===== src/rtl/fseq_pkg.sv =====
package fseq_pkg;

  localparam int CTRL_W     = 32;
  localparam int MODE_LSB   = 0;
  localparam int STOP_BIT   = 2;
  localparam int DUMLO_LSB  = 6;
  localparam int DUMHI_BIT  = 14;
  localparam int OPC_LSB    = 16;
  localparam int DUAL_BIT   = 28;
  localparam int DUM_W      = 6;
  localparam logic [7:0] READ_OPCODE = 8'h03;

  typedef enum logic [1:0] {
    M_READ  = 2'd0,
    M_FAST  = 2'd1,
    M_WRITE = 2'd2,
    M_USER  = 2'd3
  } fmode_e;

  typedef enum logic [2:0] {
    S_IDLE, S_CMD, S_ADDR, S_DUMMY, S_DATA, S_DONE
  } fstate_e;

  typedef struct packed {
    fmode_e             mode;
    logic [7:0]         opcode;
    logic               wide_addr;
    logic [DUM_W-1:0]   n_dummy;
    logic               framed;
    logic               reject;
  } plan_t;

endpackage


===== src/rtl/fseq_regs.sv =====
module fseq_regs
  import fseq_pkg::*;
(
  input  logic              clk,
  input  logic              rst,
  input  logic              wr_en,
  input  logic              wr_sel,
  input  logic [CTRL_W-1:0] wr_data,
  input  logic              frame_open,
  input  logic              frame_close,
  output logic [CTRL_W-1:0] ctrl_q,
  output logic [7:0]        dummy_q
);

  localparam logic [CTRL_W-1:0] CTRL_RST = CTRL_W'(1) << STOP_BIT;

  logic unused_upper;
  assign unused_upper = ^wr_data[CTRL_W-1:8] & wr_sel;

  always_ff @(posedge clk) begin
    if (rst) begin
      ctrl_q  <= CTRL_RST;
      dummy_q <= 8'h00;
    end else begin
      if (wr_en && !wr_sel) ctrl_q  <= wr_data;
      if (wr_en &&  wr_sel) dummy_q <= wr_data[7:0];
      if (frame_open)       ctrl_q[STOP_BIT] <= 1'b0;
      if (frame_close)      ctrl_q[STOP_BIT] <= 1'b1;
    end
  end

  // the stop bit follows the sequencer's framing strobes
  assert_open_clears_R6: assert property (@(posedge clk) disable iff (rst)
    frame_open |=> !ctrl_q[STOP_BIT]);
  assert_close_sets_R6: assert property (@(posedge clk) disable iff (rst)
    frame_close |=> ctrl_q[STOP_BIT]);

endmodule


===== src/rtl/fseq_plan.sv =====
module fseq_plan
  import fseq_pkg::*;
(
  input  logic [CTRL_W-1:0] ctrl,
  input  logic              wide_en,
  input  logic              we,
  input  logic              wr_allow,
  output plan_t             plan
);

  fmode_e            mode;
  logic [2:0]        dum_units;
  logic [DUM_W-1:0]  dum_full;

  logic unused_fields;
  assign unused_fields = ^{ctrl[31:29], ctrl[27:24], ctrl[15], ctrl[13:8], ctrl[5:2]};

  always_comb begin
    mode      = fmode_e'(ctrl[MODE_LSB +: 2]);
    dum_units = {ctrl[DUMHI_BIT], ctrl[DUMLO_LSB +: 2]};
    dum_full  = {dum_units, 3'b000};

    plan.mode      = mode;
    plan.wide_addr = wide_en;
    plan.opcode    = (mode == M_READ) ? READ_OPCODE : ctrl[OPC_LSB +: 8];
    if (mode == M_FAST)
      plan.n_dummy = ctrl[DUAL_BIT] ? (dum_full >> 1) : dum_full;
    else
      plan.n_dummy = '0;
    plan.framed = (mode != M_USER);
    if (we)
      plan.reject = !wr_allow || (mode == M_READ) || (mode == M_FAST);
    else
      plan.reject = (mode == M_WRITE);
  end

endmodule


===== src/rtl/fseq_engine.sv =====
module fseq_engine
  import fseq_pkg::*;
#(
  parameter int ADDR_W = 32,
  parameter int DATA_W = 32,
  localparam int NB    = DATA_W / 8,
  localparam int SZ_W  = $clog2(NB),
  localparam int AB    = ADDR_W / 8,
  localparam int LW    = $clog2(AB),
  localparam int CNT_W = DUM_W
)(
  input  logic              clk,
  input  logic              rst,
  input  logic              req,
  input  logic              we,
  input  logic [ADDR_W-1:0] addr,
  input  logic [DATA_W-1:0] wdata,
  input  logic [SZ_W-1:0]   size,
  input  plan_t             plan,
  input  logic [7:0]        dummy_byte,
  output logic              xfer_req,
  output logic [7:0]        xfer_tx,
  input  logic              xfer_ack,
  input  logic [7:0]        xfer_rx,
  output logic              done,
  output logic [DATA_W-1:0] rdata,
  output logic              frame_open,
  output logic              frame_close
);

  fstate_e           state_q;
  logic [CNT_W-1:0]  cnt_q;
  logic [ADDR_W-1:0] addr_q;
  logic [DATA_W-1:0] wdata_q;
  logic [SZ_W-1:0]   size_q;
  logic              we_q;
  plan_t             plan_q;
  logic              req_q;
  logic [7:0]        tx_q;
  logic              done_q;
  logic [DATA_W-1:0] rdata_q;

  logic [LW-1:0]     last_lane;
  logic [LW-1:0]     lane;
  logic              addr_last;
  logic [7:0]        cur_byte;

  // address byte order: most significant lane first
  always_comb begin
    last_lane = plan_q.wide_addr ? LW'(AB - 1) : LW'(AB - 2);
    lane      = last_lane - cnt_q[LW-1:0];
    addr_last = (cnt_q == CNT_W'(last_lane));
    unique case (state_q)
      S_CMD:   cur_byte = plan_q.opcode;
      S_ADDR:  cur_byte = addr_q[8*lane +: 8];
      S_DUMMY: cur_byte = dummy_byte;
      S_DATA:  cur_byte = we_q ? wdata_q[8*cnt_q[SZ_W-1:0] +: 8] : 8'h00;
      default: cur_byte = 8'h00;
    endcase
  end

  always_ff @(posedge clk) begin
    if (rst) begin
      state_q <= S_IDLE;
      cnt_q   <= '0;
      addr_q  <= '0;
      wdata_q <= '0;
      size_q  <= '0;
      we_q    <= 1'b0;
      plan_q  <= '0;
      req_q   <= 1'b0;
      tx_q    <= 8'h00;
      done_q  <= 1'b0;
      rdata_q <= '0;
    end else begin
      done_q <= 1'b0;
      unique case (state_q)
        S_IDLE: begin
          if (req) begin
            addr_q  <= addr;
            wdata_q <= wdata;
            size_q  <= size;
            we_q    <= we;
            plan_q  <= plan;
            cnt_q   <= '0;
            rdata_q <= '0;
            if (plan.reject)      state_q <= S_DONE;
            else if (plan.framed) state_q <= S_CMD;
            else                  state_q <= S_DATA;
          end
        end
        S_DONE: begin
          done_q  <= 1'b1;
          state_q <= S_IDLE;
        end
        default: begin
          if (!req_q) begin
            req_q <= 1'b1;
            tx_q  <= cur_byte;
          end else if (xfer_ack) begin
            req_q <= 1'b0;
            cnt_q <= cnt_q + CNT_W'(1);
            unique case (state_q)
              S_CMD: begin
                cnt_q   <= '0;
                state_q <= S_ADDR;
              end
              S_ADDR: begin
                if (addr_last) begin
                  cnt_q   <= '0;
                  state_q <= (plan_q.n_dummy != '0) ? S_DUMMY : S_DATA;
                end
              end
              S_DUMMY: begin
                if (cnt_q == plan_q.n_dummy - CNT_W'(1)) begin
                  cnt_q   <= '0;
                  state_q <= S_DATA;
                end
              end
              S_DATA: begin
                if (!we_q) rdata_q[8*cnt_q[SZ_W-1:0] +: 8] <= xfer_rx;
                if (cnt_q[SZ_W-1:0] == size_q) state_q <= S_DONE;
              end
              default: ;
            endcase
          end
        end
      endcase
    end
  end

  assign frame_open  = (state_q == S_IDLE) && req && plan.framed && !plan.reject;
  assign frame_close = (state_q == S_DONE) && plan_q.framed && !plan_q.reject;
  assign xfer_req    = req_q;
  assign xfer_tx     = tx_q;
  assign done        = done_q;
  assign rdata       = rdata_q;

  assert_req_hold_R11: assert property (@(posedge clk) disable iff (rst)
    (xfer_req && !xfer_ack) |=> (xfer_req && $stable(xfer_tx)));
  assert_done_pulse_R11: assert property (@(posedge clk) disable iff (rst)
    done |=> !done);
  assert_idle_quiet_R9: assert property (@(posedge clk) disable iff (rst)
    (state_q == S_IDLE || state_q == S_DONE) |-> !xfer_req);
  assert_dummy_only_fast_R4: assert property (@(posedge clk) disable iff (rst)
    (state_q == S_DUMMY) |-> (plan_q.mode == M_FAST && cnt_q < plan_q.n_dummy));

endmodule


===== src/rtl/flash_access_seq.sv =====
module flash_access_seq
  import fseq_pkg::*;
#(
  parameter int ADDR_W = 32,
  parameter int DATA_W = 32,
  localparam int SZ_W  = $clog2(DATA_W / 8)
)(
  input  logic              clk,
  input  logic              rst,
  input  logic              bus_req,
  input  logic              bus_we,
  input  logic [ADDR_W-1:0] bus_addr,
  input  logic [DATA_W-1:0] bus_wdata,
  input  logic [SZ_W-1:0]   bus_size,
  output logic              bus_done,
  output logic [DATA_W-1:0] bus_rdata,
  input  logic              wide_addr_en,
  input  logic              write_allow,
  input  logic              cfg_we,
  input  logic              cfg_sel,
  input  logic [CTRL_W-1:0] cfg_wdata,
  output logic [CTRL_W-1:0] ctrl_rd,
  output logic              spi_cs_n,
  output logic              spi_req,
  output logic [7:0]        spi_tx,
  input  logic              spi_ack,
  input  logic [7:0]        spi_rx
);

  logic [CTRL_W-1:0] ctrl_q;
  logic [7:0]        dummy_q;
  plan_t             plan;
  logic              frame_open;
  logic              frame_close;

  fseq_regs u_regs (
    .clk         (clk),
    .rst         (rst),
    .wr_en       (cfg_we),
    .wr_sel      (cfg_sel),
    .wr_data     (cfg_wdata),
    .frame_open  (frame_open),
    .frame_close (frame_close),
    .ctrl_q      (ctrl_q),
    .dummy_q     (dummy_q)
  );

  fseq_plan u_plan (
    .ctrl     (ctrl_q),
    .wide_en  (wide_addr_en),
    .we       (bus_we),
    .wr_allow (write_allow),
    .plan     (plan)
  );

  fseq_engine #(.ADDR_W(ADDR_W), .DATA_W(DATA_W)) u_engine (
    .clk         (clk),
    .rst         (rst),
    .req         (bus_req),
    .we          (bus_we),
    .addr        (bus_addr),
    .wdata       (bus_wdata),
    .size        (bus_size),
    .plan        (plan),
    .dummy_byte  (dummy_q),
    .xfer_req    (spi_req),
    .xfer_tx     (spi_tx),
    .xfer_ack    (spi_ack),
    .xfer_rx     (spi_rx),
    .done        (bus_done),
    .rdata       (bus_rdata),
    .frame_open  (frame_open),
    .frame_close (frame_close)
  );

  assign ctrl_rd  = ctrl_q;
  assign spi_cs_n = ctrl_q[STOP_BIT];

  // command-mode bytes never leave while the chip is deselected
  assert_cs_framed_R6: assert property (@(posedge clk) disable iff (rst)
    (spi_req && ctrl_q[MODE_LSB +: 2] != M_USER) |-> !spi_cs_n);
  // completion of a framed access leaves the chip deselected
  assert_cs_released_R6: assert property (@(posedge clk) disable iff (rst)
    (bus_done && ctrl_q[MODE_LSB +: 2] != M_USER) |-> spi_cs_n);

endmodule


===== config.mk =====
export PLATFORM = sky130hd
export DESIGN_NAME = flash_access_seq
export DESIGN_NICKNAME = d
export VERILOG_FILES = /design/src/rtl/fseq_pkg.sv /design/src/rtl/fseq_regs.sv /design/src/rtl/fseq_plan.sv /design/src/rtl/fseq_engine.sv /design/src/rtl/flash_access_seq.sv
export SDC_FILE = /design/constraint.sdc
export NUM_CORES = 1
export LEC_CHECK = 0
export ABC_AREA = 1
export BUFFER_PORTS_ARGS = -buffer_cell sky130_fd_sc_hd__buf_2
export CAP_MARGIN = 0
export CORE_UTILIZATION = 35
export DETAILED_ROUTE_END_ITERATION = 10
export SETUP_SLACK_MARGIN = 0.15
export SLEW_MARGIN = 25
export SYNTH_ARGS = -nofsm -noshare
export SYNTH_HDL_FRONTEND = slang
export SYNTH_SLANG_ARGS = --single-unit

===== constraint.sdc =====
create_clock -name clk -period 4 [get_ports clk]
set_clock_uncertainty 0.05 [all_clocks]
set_input_delay 0.4 -clock clk [delete_from_list [all_inputs] [get_ports clk]]
set_output_delay 0.4 -clock clk [all_outputs]
set_load 0.005 [all_outputs]

; After elaboration in Yosys (flattened, before gate mapping)
; Index checks and enable logic that the tools add are counted.
[totals]
inputBits = 115
wordCells = 112
output_inout_bits = 75
regBits = 175
[classes]
shift = 4
muxes = 37
addsub = 4
n_eq_ne = 16
n_reduce_logical = 30
n_bitwise = 3
[op_table]
columns = operator, n
row1 = $mux 32, 5
row2 = $pmux 32 s2, 1
row3 = $shiftx 32x6->8, 2
row4 = $mux 6, 7
row5 = $neg 5->34, 1
row6 = $shift 8x34->32 const A, 1
row7 = $shiftx 8x34->32, 1
row8 = $bwmux 32, 1
row9 = $pmux 8 s4, 1
row10 = $mux 3, 10
row11 = $pmux 6 s3, 1
row12 = $mux 8, 2
row13 = $ne 4x1->1 const B, 3
row14 = $pmux 3 s4, 1
row15 = $pmux 6 s2, 1
row16 = $reduce_bool 6->1, 2
row17 = $reduce_bool 2->1, 4
row18 = $logic_and 1x1->1, 7
row19 = $reduce_and 7->1, 1
row20 = $add 6x1->6 const B, 1
row21 = $eq 3x2->1 const B, 2
row22 = $eq 3x3->1 const B, 2
row23 = $eq 6x2->1, 1
row24 = $eq 6x6->1, 1
row25 = other kinds (19), 35

; Longest topological paths before layout
; Gate-level depths: netlist (run 1).
[depth]
word_depth = 8
depth_mapped = 13
ltp_nobuf = 13

; Hierarchy
; Synthesis (run 1) repeated with hierarchy kept, for this count alone.
[unflattened]
cells_unflattened = 1144
area_unflattened_um2 = 8003.9
[modules_own_cells]
columns = module, area_each_um2, instances, seq_area_each_um2, cells_each
row1 = fseq_engine, 6188.4, 1, 2702.6, 862
row2 = fseq_regs, 1627.8, 1, 800.8, 241
row3 = fseq_plan, 180.2, 1, 0.0, 40
row4 = flash_access_seq, 7.5, 1, 0.0, 1

; Worst setup path after synthesis (run 1)
; No wires, ideal clock.
[synth_timing]
path_kind = reg2reg
startpoint = register u_engine.cnt_q[0]
endpoint = register u_engine.rdata_q[0], in the netlist u_engine.rdata[0]
synth_period_minus_slack_ps = 2328
path_stages_with_launch = 11
setup_ps = 128
required_time_ps = 3822
arrival_time_ps = 2151
slack_ps = 1672
n_path_buf = 3
path_cell_list = dfxtp_1 > clkbuf_1 > inv_1 > clkbuf_1 > ha_1 > clkbuf_1 > clkinv_1 > nand2_1 > o2111ai_1 > nand2_1 > nor2_1
[synth_between]
elab_chain_cells = 8
elab_cells_between_ends = 9
cone_classes = add/sub: 1 / shift: 2 / mux: 6
[synth_lines]
columns = item, line
row1 = start: declaration, fseq_engine.sv:32  ; logic [CNT_W-1:0] cnt_q;
row2 = start signal: assignment, fseq_engine.sv:102  ; cnt_q <= cnt_q + CNT_W'(1);
row3 = $neg 5->34 *, fseq_engine.sv:121  ; if (!we_q) rdata_q[8*cnt_q[SZ_W-1:0] +: 8] <= xfer_rx;
row4 = $shiftx 8x34->32 / $shift 8x34->32 (equally long branches), fseq_engine.sv:121
row5 = $bwmux 32 *, fseq_engine.sv:121
row6 = $mux 32 *, fseq_engine.sv:121
row7 = $mux 32 *, fseq_engine.sv:103  ; unique case (state_q)
row8 = $mux 32 *, fseq_engine.sv:100  ; end else if (xfer_ack) begin
row9 = $mux 32 *, fseq_engine.sv:97  ; if (!req_q) begin
row10 = $pmux 32 s2 *, fseq_engine.sv:77  ; unique case (state_q)
row11 = end signal: indexed assignment, fseq_engine.sv:121
row12 = end: declaration, fseq_engine.sv:41  ; logic [DATA_W-1:0] rdata_q;
; Every way passes the cells marked *; elsewhere a longest branch is shown, timed or not. The select of a mux whose other input is x is not followed.
; A chain may end at the register's enable or synchronous reset.

; Final worst setup path (run 1)
[layout_timing]
startpoint = register u_engine.state_q[0]
endpoint = register u_engine.rdata_q[10], in the netlist u_engine.rdata[10]
[layout_between]
elab_chain_cells = 3
elab_cells_between_ends = 11
cone_classes = eq/ne: 4 / mux: 1 / bitwise: 1 / reduce/logical: 5
[layout_lines]
columns = item, line
row1 = start: declaration, fseq_engine.sv:31  ; fstate_e state_q;
row2 = start signal: assignment, fseq_engine.sv:111  ; state_q <= (plan_q.n_dummy != '0) ? S_DUMMY : S_DATA;
row3 = $logic_not 3->1 (tied with other cells), fseq_engine.sv:77
row4 = $ne 2x2->1 (no source line) (tied with other cells), --
row5 = $reduce_and 6->1 (no source line), --
; Several ways; a longest one is shown, not always the timed one.

==> results of run 1 <==
==> worst max-delay path: stages, from the launching register on <==
cell and delay [ns]:
dfxtp_1 0.36, inv_1 0.09, nand2_1 0.10, nor2_2 0.31
nand2_4 0.47, a21boi_4 0.84, nand3_1 0.21, nand2_1 0.13
nor2_1 0.04
==> layout by cell type (no fill, tap or decap), types with 6 or more instances in the layout <==
cell,synthesis,layout
o211ai_1,8,8
o21ai_0,114,114
buf_2,7,189
a21oi_1,113,113
nand4_1,10,10
inv_1,126,125
nand2_1,243,242
nand2_4,5,6
nor2_1,147,146
dfxtp_1,173,173
a211oi_1,10,10
clkbuf_16,0,17
buf_4,4,8
o21a_1,15,15
nor3_1,16,16
o2111ai_1,8,8
nand3_1,49,49
ha_1,7,7
==> state kept, by name, summed over array words and instances (netlist names), 3 cells and up <==
register	flops
u_engine.cnt_q	6
u_engine.addr_q	32
u_engine.xfer_tx	8
u_engine.rdata	32
u_regs.dummy_q	8
u_engine.state_q	3
u_engine.wdata_q	32
u_regs.ctrl_q	32
u_engine.plan_q	15
==> worst min path at each step <==
stage	to	startpoint	depth (start not counted)	slack, ns
floorplan	u_engine.addr_q[10]$_SDFFE_PP0P_	u_engine.addr_q[10]$_SDFFE_PP0P_	2	0.37
global placement	u_engine.addr_q[11]$_SDFFE_PP0P_	u_engine.addr_q[11]$_SDFFE_PP0P_	2	0.38
detailed placement	u_engine.addr_q[27]$_SDFFE_PP0P_	u_engine.addr_q[27]$_SDFFE_PP0P_	2	0.39
CTS	u_regs.ctrl_q[19]$_SDFFE_PP0P_	cfg_wdata[19]	3	0.12
global route	u_regs.ctrl_q[12]$_SDFFE_PP0P_	cfg_wdata[12]	3	0.12
finish	u_regs.ctrl_q[11]$_SDFFE_PP0P_	cfg_wdata[11]	3	0.13
==> metal layers <==
| layer | GRT usage, % | share of wire [%] |
|---|---|---|
| met5 | 0 | 0.059 |
| met4 | 5.57 | 1.3 |
| met3 | 4.39 | 5.4 |
| met2 | 30.1 | 45 |
| met1 | 26.1 | 48 |
==> final cells by class <==
cell class                      count  area, um^2
Fill cell                        2324       12400
Multi-Input combinational cell    765        3640
Sequential cell                   173        3460
Timing Repair Buffer              197        1010
Inverter                          131         492
Clock buffer                       18         429
Tap cell                          280         350
Clock inverter                     14         126
Antenna cell                        3        7.51
==> power breakdown <==
part           switching [uW]  internal, uW
registers                 220          2120
logic                    1470           765
clock network             775           820
total                    2460          3710
==> cell families after synthesis <==
group / Yosys count
compound gates: 275
xor+xnor: 7
fa+ha+maj: 7
buf+inv: 194
flops: 173
simple gates: 476
==> stage by stage <==
stage | total power, uW | hold slack (ns) | utilization [%] | setup slack, ns | cell area [um^2]
5_1_grt | 6640 | 0.121 | 43.5 | 0.986 | 9510
2_1_floorplan | 3950 | 0.374 | - | 1.67 | 7860
3_5_place_dp | 4610 | 0.391 | 40.9 | 1.23 | 8950
4_1_cts | 6220 | 0.122 | 43.4 | 1.23 | 9510
6_report | 6170 | 0.134 | 43.5 | 1.24 | 9520
3_3_place_gp | 4590 | 0.385 | 40.9 | 1.26 | 8950
==> key figures, run 1 <==
Synth
  – Post-synth top area cell: dfxtp_1
  – Syn nets: about 1300
  – Cells after synthesis: 1132
  – Yosys cell types: 36
  – Synth Flop Type: dfxtp_1
  – Post-Syn Area: ~7900 um^2
  – Largest family of logic cells by synthesized area: simple AND/OR/NAND/NOR gates
  – Proportion of synthesized area in mux cells: 0%
  – Syn. warnings: 0
  – Top cell type's share of synthesized area: between 40% and 50%
  – Post-synth ARST share: 0%
  – Commonest cells in the netlist: nand2_1 (243), dfxtp_1 (173), nor2_1 (147)
  – Largest cells by area after synthesis: dfxtp_1 (44%), nand2_1 (12%), o21ai_0 (7.3%)
  – Most instantiated library cell after synthesis: nand2_1
  – Post-synth EDFFs: 0
  – Synth Area in Simple Gates: between 20% and 30%
  – Post-Synth Adder-Cell Area: 1.11%
  – Synth Area in Compound Gates: roughly a fifth
  – Synth Area in XOR/XNOR: less than 1%
  – Sequential area share after synthesis: 44.1%
  – FF+latch count, synth: between 150 and 200
  – Mean post-synth cell area: roughly 6.9 um^2

Critical path
  – Nature of the critical path startpoint: flip-flop
  – Flop-to-flop setup slack: ~1.2 ns
  – Critical path class: reg -> reg
  – Worst r2r dst: u_engine.rdata[10]$_SDFFE_PP0P_
  – CP required: 4.24 ns
  – Crit. Startpoint: u_engine.state_q[0]$_SDFFE_PP0P_
  – Critical path arrival: 3.00 ns
  – Setup crit end kind: flip-flop
  – Worst setup path endpoint: u_engine.rdata[10]$_SDFFE_PP0P_
  – Path depth of the worst reg2reg path: 8
  – CP Max Fanout: 69
  – Reg-to-Reg Start: u_engine.state_q[0]$_SDFFE_PP0P_

Die
  – Placeable Area: 21900 um^2
  – Die Area: 23100 um^2
  – Die width: about 150 um
  – Initial Util: a little over a third
  – Die extent in y: between 150 and 200 um
  – Io pins: 190
  – Num rows: 54

Clock tree
  – Reg clk slew, reported paths: 0.08 ns
  – H-tree depth: 4
  – Root Buffer: clkbuf_16
  – CTS tree: built
  – CTS Buffer Depth: 2
  – CTS Buf Count: 17
  – Clk_lat worst skew: 0.43 ns
  – Clock sink count: between 150 and 200
  – Hold buffer count at cts: 0
  – Setup bufs post-CTS: 0
  – Resized Gates After CTS: 0

Drt
  – Avg Vias per Cell: approximately 4.8
  – WL per Instance: between 10 and 15 um
  – DR iter-0 viols: around 440
  – First-pass DRT Iterations: 6
  – DRC viols: 0
  – Via count: around 7500
  – Detailed Route WL: approximately 22 mm
  – Final ANT Viol Nets: 0

GRT
  – Pin count of the biggest net entering global routing: 81
  – GRT Util Overall: a little under a fifth
  – First-pass GRT wire length: between 30 and 40 mm
  – GRT overflow: 0
  – Initial antenna violation count: 4
  – Number of global-route vias before repair: 6946

Timing
  – Final Hold Vio Count: 0
  – Min Tclk post-route: ~2.8 ns
  – # setup viols final: 0
  – Setup TNS Final: 0 ns
  – Final worst path period share: 68.9%
  – Fin. max-slew vios: 0
  – Worst rel slew slack: between 40% and 50%
  – RSZ-0062 raised after global routing: no
  – Worst slew pin tran: just under 0.9 ns
  – Fmax: between 300 and 400 MHz

Placement
  – RePlAce Congestion: 0.840
  – DP HPWL: around 16 mm
  – Placed cell count: roughly 1500
  – IO Port Bufs: ~190

Finish
  – Non-Filler Instances: around 1600
  – Fraction of layout cells with a size suffix above 1: a little under a fifth
  – Nets: roughly 1400
  – P&R area growth vs syn: 21.0%

Power
  – Cell leakage power: 0.00430 uW
  – Max IR drop VDD: 0.298 mV
  – Pwr dens: 648 nW/um^2

Run
  – Max_cap viols: 0

Worst hold path
  – Hold Path Class: in -> reg

Run status
  – Outcome: finished clean
No activity file was read; power rests on OpenSTA's default activity.
==> run 2: changes to the inputs <==
==> constraint.sdc (replaced) <==
create_clock -name clk -period 2.9 [get_ports clk]
set_clock_uncertainty 0.05 [all_clocks]
set_input_delay 0.29 -clock clk [delete_from_list [all_inputs] [get_ports clk]]
set_output_delay 0.29 -clock clk [all_outputs]
set_load 0.005 [all_outputs]
==> run 2 against run 1 <==
Die area stayed put; worst hold slack worse by 0.11 ns; critical path depth stayed put; first-iteration DRC count is 9.4% lower; via count is 0.56% higher; non-clock buffer count is 5 higher; maximum frequency is 29% higher; register-to-register slack worse by 0.48 ns; sequential share of layout area is 0.20 points lower; global-route usage is 0.14 points lower.
==> key figures, run 2 (synthesis results as in run 1) <==
Run status
  – Outcome: finished clean

Timing
  – Min Tclk post-route: between 2 and 2.5 ns
  – Final Hold Vio Count: 0
  – Final worst path period share: about three quarters
  – Fin. max-slew vios: 0
  – Fmax: between 400 and 500 MHz
  – Worst slew pin tran: between 0.9 and 1 ns
  – RSZ-0062 raised after global routing: no
  – Setup TNS Final: 0 ns
  – # setup viols final: 0
  – Worst rel slew slack: about 40%

GRT
  – Number of global-route vias before repair: roughly 7000
  – GRT Util Overall: 19.0%
  – Initial antenna violation count: 1
  – Pin count of the biggest net entering global routing: around 130
  – First-pass GRT wire length: about 36 mm
  – GRT overflow: 0

Worst hold path
  – Hold Path Class: in -> reg

Critical path
  – CP required: between 3 and 4 ns
  – Critical path arrival: 2.45 ns
  – Slowest stage delay, CP: just over 0.6 ns
  – Nature of the critical path startpoint: flip-flop
  – Delay-heaviest family, CP: simple AND/OR/NAND/NOR gates
  – Slowest stage cell on the critical path: nor3_1
  – CP Max Fanout: 8
  – Setup crit end kind: flip-flop
  – Crit-path cells: inv_1 > ha_1 > inv_1 > nor3_1 > nand4_1 > nand3_1 > nand2_1 > nor2_1
  – Cell mode on critical path: inv_1
  – CP bufs+invs: 2
  – Critical path class: reg -> reg
  – Flop-to-flop setup slack: around 0.76 ns

Clock tree
  – Root Buffer: clkbuf_16
  – Resized Gates After CTS: 0
  – CTS Buf Count: 17
  – H-tree depth: 4
  – Setup bufs post-CTS: 0
  – Reg clk slew, reported paths: 0.07 ns
  – CTS tree: built
  – Hold buffer count at cts: 0
  – CTS Buffer Depth: 2
  – Clock sink count: 173
  – Clk_lat worst skew: ~0.43 ns

Placement
  – DP HPWL: 15.9 mm
  – RePlAce Congestion: 0.903
  – IO Port Bufs: ~190
  – Placed cell count: 1551

Power
  – Cell leakage power: roughly 0.0043 uW
  – Pwr dens: between 800 and 900 nW/um^2
  – Max IR drop VDD: between 0.5 and 0.6 mV

Finish
  – Nets: about 1400
  – Most common cell after layout, fill and taps aside: nand2_1
  – Most frequent cells in the layout: nand2_1 (242), buf_2 (189), dfxtp_1 (173)
  – Fraction of layout cells with a size suffix above 1: a little under a fifth
  – Non-Filler Instances: approximately 1600
  – Fin util: a little over two fifths
  – P&R area growth vs syn: 21.7%

Drt
  – Detailed Route WL: around 22 mm
  – DRC viols: 0
  – WL per Instance: ~14 um
  – Final ANT Viol Nets: 0
  – First-pass DRT Iterations: 4
  – Via count: 7568
  – DR iter-0 viols: between 300 and 400
  – Avg Vias per Cell: about 4.8

Run
  – Max_cap viols: 0

Die
  – Die Area: around 23000 um^2
  – Io pins: 190
  – Initial Util: 35.9%
  – Placeable Area: ~22000 um^2
  – Die extent in y: roughly 150 um
  – Die width: about 150 um
  – Num rows: between 50 and 60
run 2: cell types whose count changed in the layout (fill, tap and decap cells not counted):
cell and delta:
buf_12 +2, buf_4 +3, clkbuf_1 +1, clkbuf_8 +1, clkinv_4 +3, clkinv_8 -1, clkinvlp_4 -3, diode_2 -1
inv_8 -1
run 2: area by class of cell:
type                    count  area, um^2
fillers                  2364       12300
multi-input cells         765        3640
flip-flops and latches    173        3460
repair buffers            202        1070
inverters                 131         492
clock buffers              20         447
well taps                 280         350
clock inverters            12         103
diodes                      2        5.00
run 2: routing by layer:
metal | GRT usage [%] | vias to the layer above | wire [um]
met5 | 0 | - | 0
met4 | 4.38 | 0 | 236
met3 | 4.54 | 17 | 1290
met2 | 31.1 | 197 | 10200
met1 | 25.3 | 3383 | 10400
li1 | - | 3971 | -
run 2: final timing paths:
| check | from | end | depth (start not counted) |
|---|---|---|---|
| hold / removal | cfg_wdata[8] | u_regs.ctrl_q[8]$_SDFFE_PP0P_ | 3 |
| setup reg to reg | u_engine.cnt_q[1]$_SDFFE_PP0P_ | u_engine.rdata[21]$_SDFFE_PP0P_ | 8 |
| setup / recovery | u_engine.cnt_q[1]$_SDFFE_PP0P_ | u_engine.rdata[21]$_SDFFE_PP0P_ | 8 |
| hold reg to reg | u_engine.addr_q[24]$_SDFFE_PP0P_ | u_engine.addr_q[24]$_SDFFE_PP0P_ | 2 |
run 2: worst register-to-register path, stage by stage (launching register included):
cell     delay [ns]
dfxtp_1        0.45
inv_1          0.12
ha_1           0.32
inv_1          0.06
nor3_1         0.62
nand4_1        0.18
nand3_1        0.14
nand2_1        0.06
nor2_1         0.07
run 2: stage by stage:
stage	worst slack [ns]	hold WS, ns	instance area, um^2	total power [uW]
after floorplan	0.572	0.374	7860	5440
after global placement	0.825	0.381	9010	6380
after detailed placement	0.804	0.388	9010	6410
after CTS	0.786	0.0162	9560	8610
after global routing	0.562	0.0213	9560	9190
final	0.764	0.0286	9570	8530
run 2: where the power goes:
part,internal (uW),switching (uW)
combinational,1080,2030
sequential,2930,312
clock,1150,1040
total,5160,3370
==> run 3: changes to the inputs <==
==> constraint.sdc (replaced) <==
create_clock -name clk -period 1.9 [get_ports clk]
set_clock_uncertainty 0.05 [all_clocks]
set_input_delay 0.19 -clock clk [delete_from_list [all_inputs] [get_ports clk]]
set_output_delay 0.19 -clock clk [all_outputs]
set_load 0.005 [all_outputs]
==> run 3 against run 2 <==
Non-clock buffer count grew 110; worst setup slack lost 0.57 ns; total power grew 69%; via count grew 7.4%; first-iteration DRC count shrank 0.76%; clock power grew 66%; core utilization grew 6.6 points; flip-flop and latch count is the same; final area grew 15%; critical path type unchanged; highest routed layer unchanged.
==> key figures, run 3 (synthesis results as in run 1) <==
Drt
  – DR iter-0 viols: approximately 400
  – Avg Vias per Cell: between 4 and 5
  – Final ANT Viol Nets: 0
  – DRC viols: 0
  – WL per Instance: about 14 um
  – Detailed Route WL: around 24 mm
  – First-pass DRT Iterations: 5
  – Via count: between 8000 and 9000

Critical path
  – CP Max Fanout: 14
  – Slowest stage cell on the critical path: dfxtp_4
  – CP bufs+invs: 3
  – Crit-path cells: inv_4 > nand2_2 > nor2_4 > nand2_8 > a21boi_4 > buf_4 > clkbuf_16 > nand3_1 > nand2_1 > nor2_1
  – Delay-heaviest family, CP: simple AND/OR/NAND/NOR gates
  – CP required: 2.17 ns
  – Nature of the critical path startpoint: flip-flop
  – Slowest stage delay, CP: between 0.3 and 0.4 ns
  – Critical path class: reg -> reg
  – Setup crit end kind: flip-flop
  – Critical path arrival: about 2 ns

Finish
  – Most frequent cells in the layout: nand2_1 (231), buf_2 (189), dfxtp_1 (167)
  – Fraction of layout cells with a size suffix above 1: about 22%
  – Non-Filler Instances: between 1500 and 2000
  – Nets: ~1500
  – Most common cell after layout, fill and taps aside: nand2_1
  – P&R area growth vs syn: 40.2%

Worst hold path
  – Hold Path Class: in -> reg

Clock tree
  – CTS tree: built
  – Root Buffer: clkbuf_16
  – CTS Buf Count: 17
  – Reg clk slew, reported paths: roughly 0.070 ns
  – H-tree depth: 4
  – CTS Buffer Depth: 2
  – Clock sink count: roughly 170
  – Clk_lat worst skew: roughly 0.44 ns

Timing
  – Min Tclk post-route: roughly 1.7 ns
  – RSZ-0062 raised after global routing: yes
  – Fmax: between 500 and 600 MHz
  – Worst slew pin tran: roughly 0.42 ns
  – Final worst path period share: 89.7%
  – Final Hold Vio Count: 0
  – Setup TNS Final: 0 ns
  – # setup viols final: 0
  – Fin. max-slew vios: 0
  – Worst rel slew slack: a little under three quarters

Die
  – Die width: approximately 150 um
  – Num rows: 54
  – Io pins: 190
  – Initial Util: a little over a third
  – Placeable Area: between 20000 and 25000 um^2
  – Die extent in y: about 150 um
  – Die Area: between 20000 and 25000 um^2

Run status
  – Outcome: finished clean

GRT
  – GRT overflow: 0
  – Initial antenna violation count: 2
  – Number of global-route vias before repair: just under 8000
  – First-pass GRT wire length: ~38 mm
  – GRT Util Overall: 20.4%
  – GR Util met1: 25.1%
  – GR Layer Usage met2: 34.4%
  – Pin count of the biggest net entering global routing: approximately 80
  – M3 GR Usage: under 10%
  – Most Crowded Layer GR: met2

Run
  – Max_cap viols: 0

Placement
  – Placed cell count: around 1600
  – RePlAce Congestion: between 0.9 and 1
  – IO Port Bufs: ~190
  – DP HPWL: between 15 and 20 mm

Power
  – Cell leakage power: slightly below 0.005 uW
  – Max IR drop VDD: between 0.6 and 0.7 mV
  – Pwr dens: between 1000 and 1500 nW/um^2
-- run 3: cell count changes in the layout (fill, tap and decap cells not counted), moves of 5 or more --
cell	previous run	this run
nand2_2	0	10
dfxtp_4	0	5
nand2_1	242	231
inv_1	125	119
dlygate4sd3_1	0	89
dfxtp_1	173	167
buf_12	2	8
nand2_8	0	5
buf_4	11	23
-- run 3: worst register-to-register path: stages (launching register included) --
cell       delay (ns)
dfxtp_4          0.37
inv_4            0.08
nand2_2          0.10
nor2_4           0.19
nand2_8          0.08
a21boi_4         0.17
buf_4            0.17
clkbuf_16        0.16
nand3_1          0.09
nand2_1          0.10
nor2_1           0.04
-- run 3: per-stage QoR --
| stage | hold WS, ns | power, uW | worst slack [ns] | instance area [um^2] | util, % |
|---|---|---|---|---|---|
| after floorplan | 0.275 | 8390 | 0.161 | 7930 | - |
| after global placement | 0.361 | 10100 | 0.103 | 9200 | 42.0 |
| after detailed placement | 0.370 | 10100 | 0.0594 | 9200 | 42.0 |
| after CTS | 0.00252 | 14000 | 0.160 | 10700 | 49.1 |
| after global routing | 0.00850 | 15500 | 0.0926 | 11000 | 50.3 |
| final | 0.00754 | 14400 | 0.196 | 11000 | 50.3 |
-- run 3: routing by layer --
layer / wire, um / up-vias
li1: - / 4200
met1: 10500 / 3702
met2: 11400 / 194
met3: 1310 / 34
met4: 417 / 0
met5: 0 / -
-- run 3: layout make-up --
type                    count  area [um^2]
repair buffers            312         2230
fillers                  2179        10900
multi-input cells         765         3830
inverters                 131          500
well taps                 280          350
clock buffers              18          439
diodes                      2         5.00
flip-flops and latches    173         3480
clock inverters            14          176
-- run 3: worst paths after layout --
kind	cells after the start	end	start	slack (ns)
max	10	u_engine.rdata[12]$_SDFFE_PP0P_	u_engine.state_q[1]$_SDFFE_PP0P_	0.20
min	3	u_engine.addr_q[8]$_SDFFE_PP0P_	bus_addr[8]	0.008
max reg2reg	10	u_engine.rdata[12]$_SDFFE_PP0P_	u_engine.state_q[1]$_SDFFE_PP0P_	0.20
min reg2reg	2	u_engine.addr_q[14]$_SDFFE_PP0P_	u_engine.addr_q[14]$_SDFFE_PP0P_	0.40
-- run 3: where the power goes --
group / total [uW] / switching, uW / internal [uW] / leakage [uW]
logic: 5870 / 3490 / 2380 / 0.00317
registers: 4940 / 449 / 4490 / 0.00143
clock network: 3620 / 1690 / 1920 / 0.000295
-- run 3: repair_timing --
| action | CTS | global route |
|---|---|---|
| hold buffers | 89 | 0 |
| endpoints found under the setup margin | 24 | 51 |
| resized for setup | 11 | 41 |
| cloned | 0 | 2 |
| endpoints found under the hold margin | 95 | 0 |
| buffers inserted | 0 | 9 |
| pin swaps | 0 | 17 |
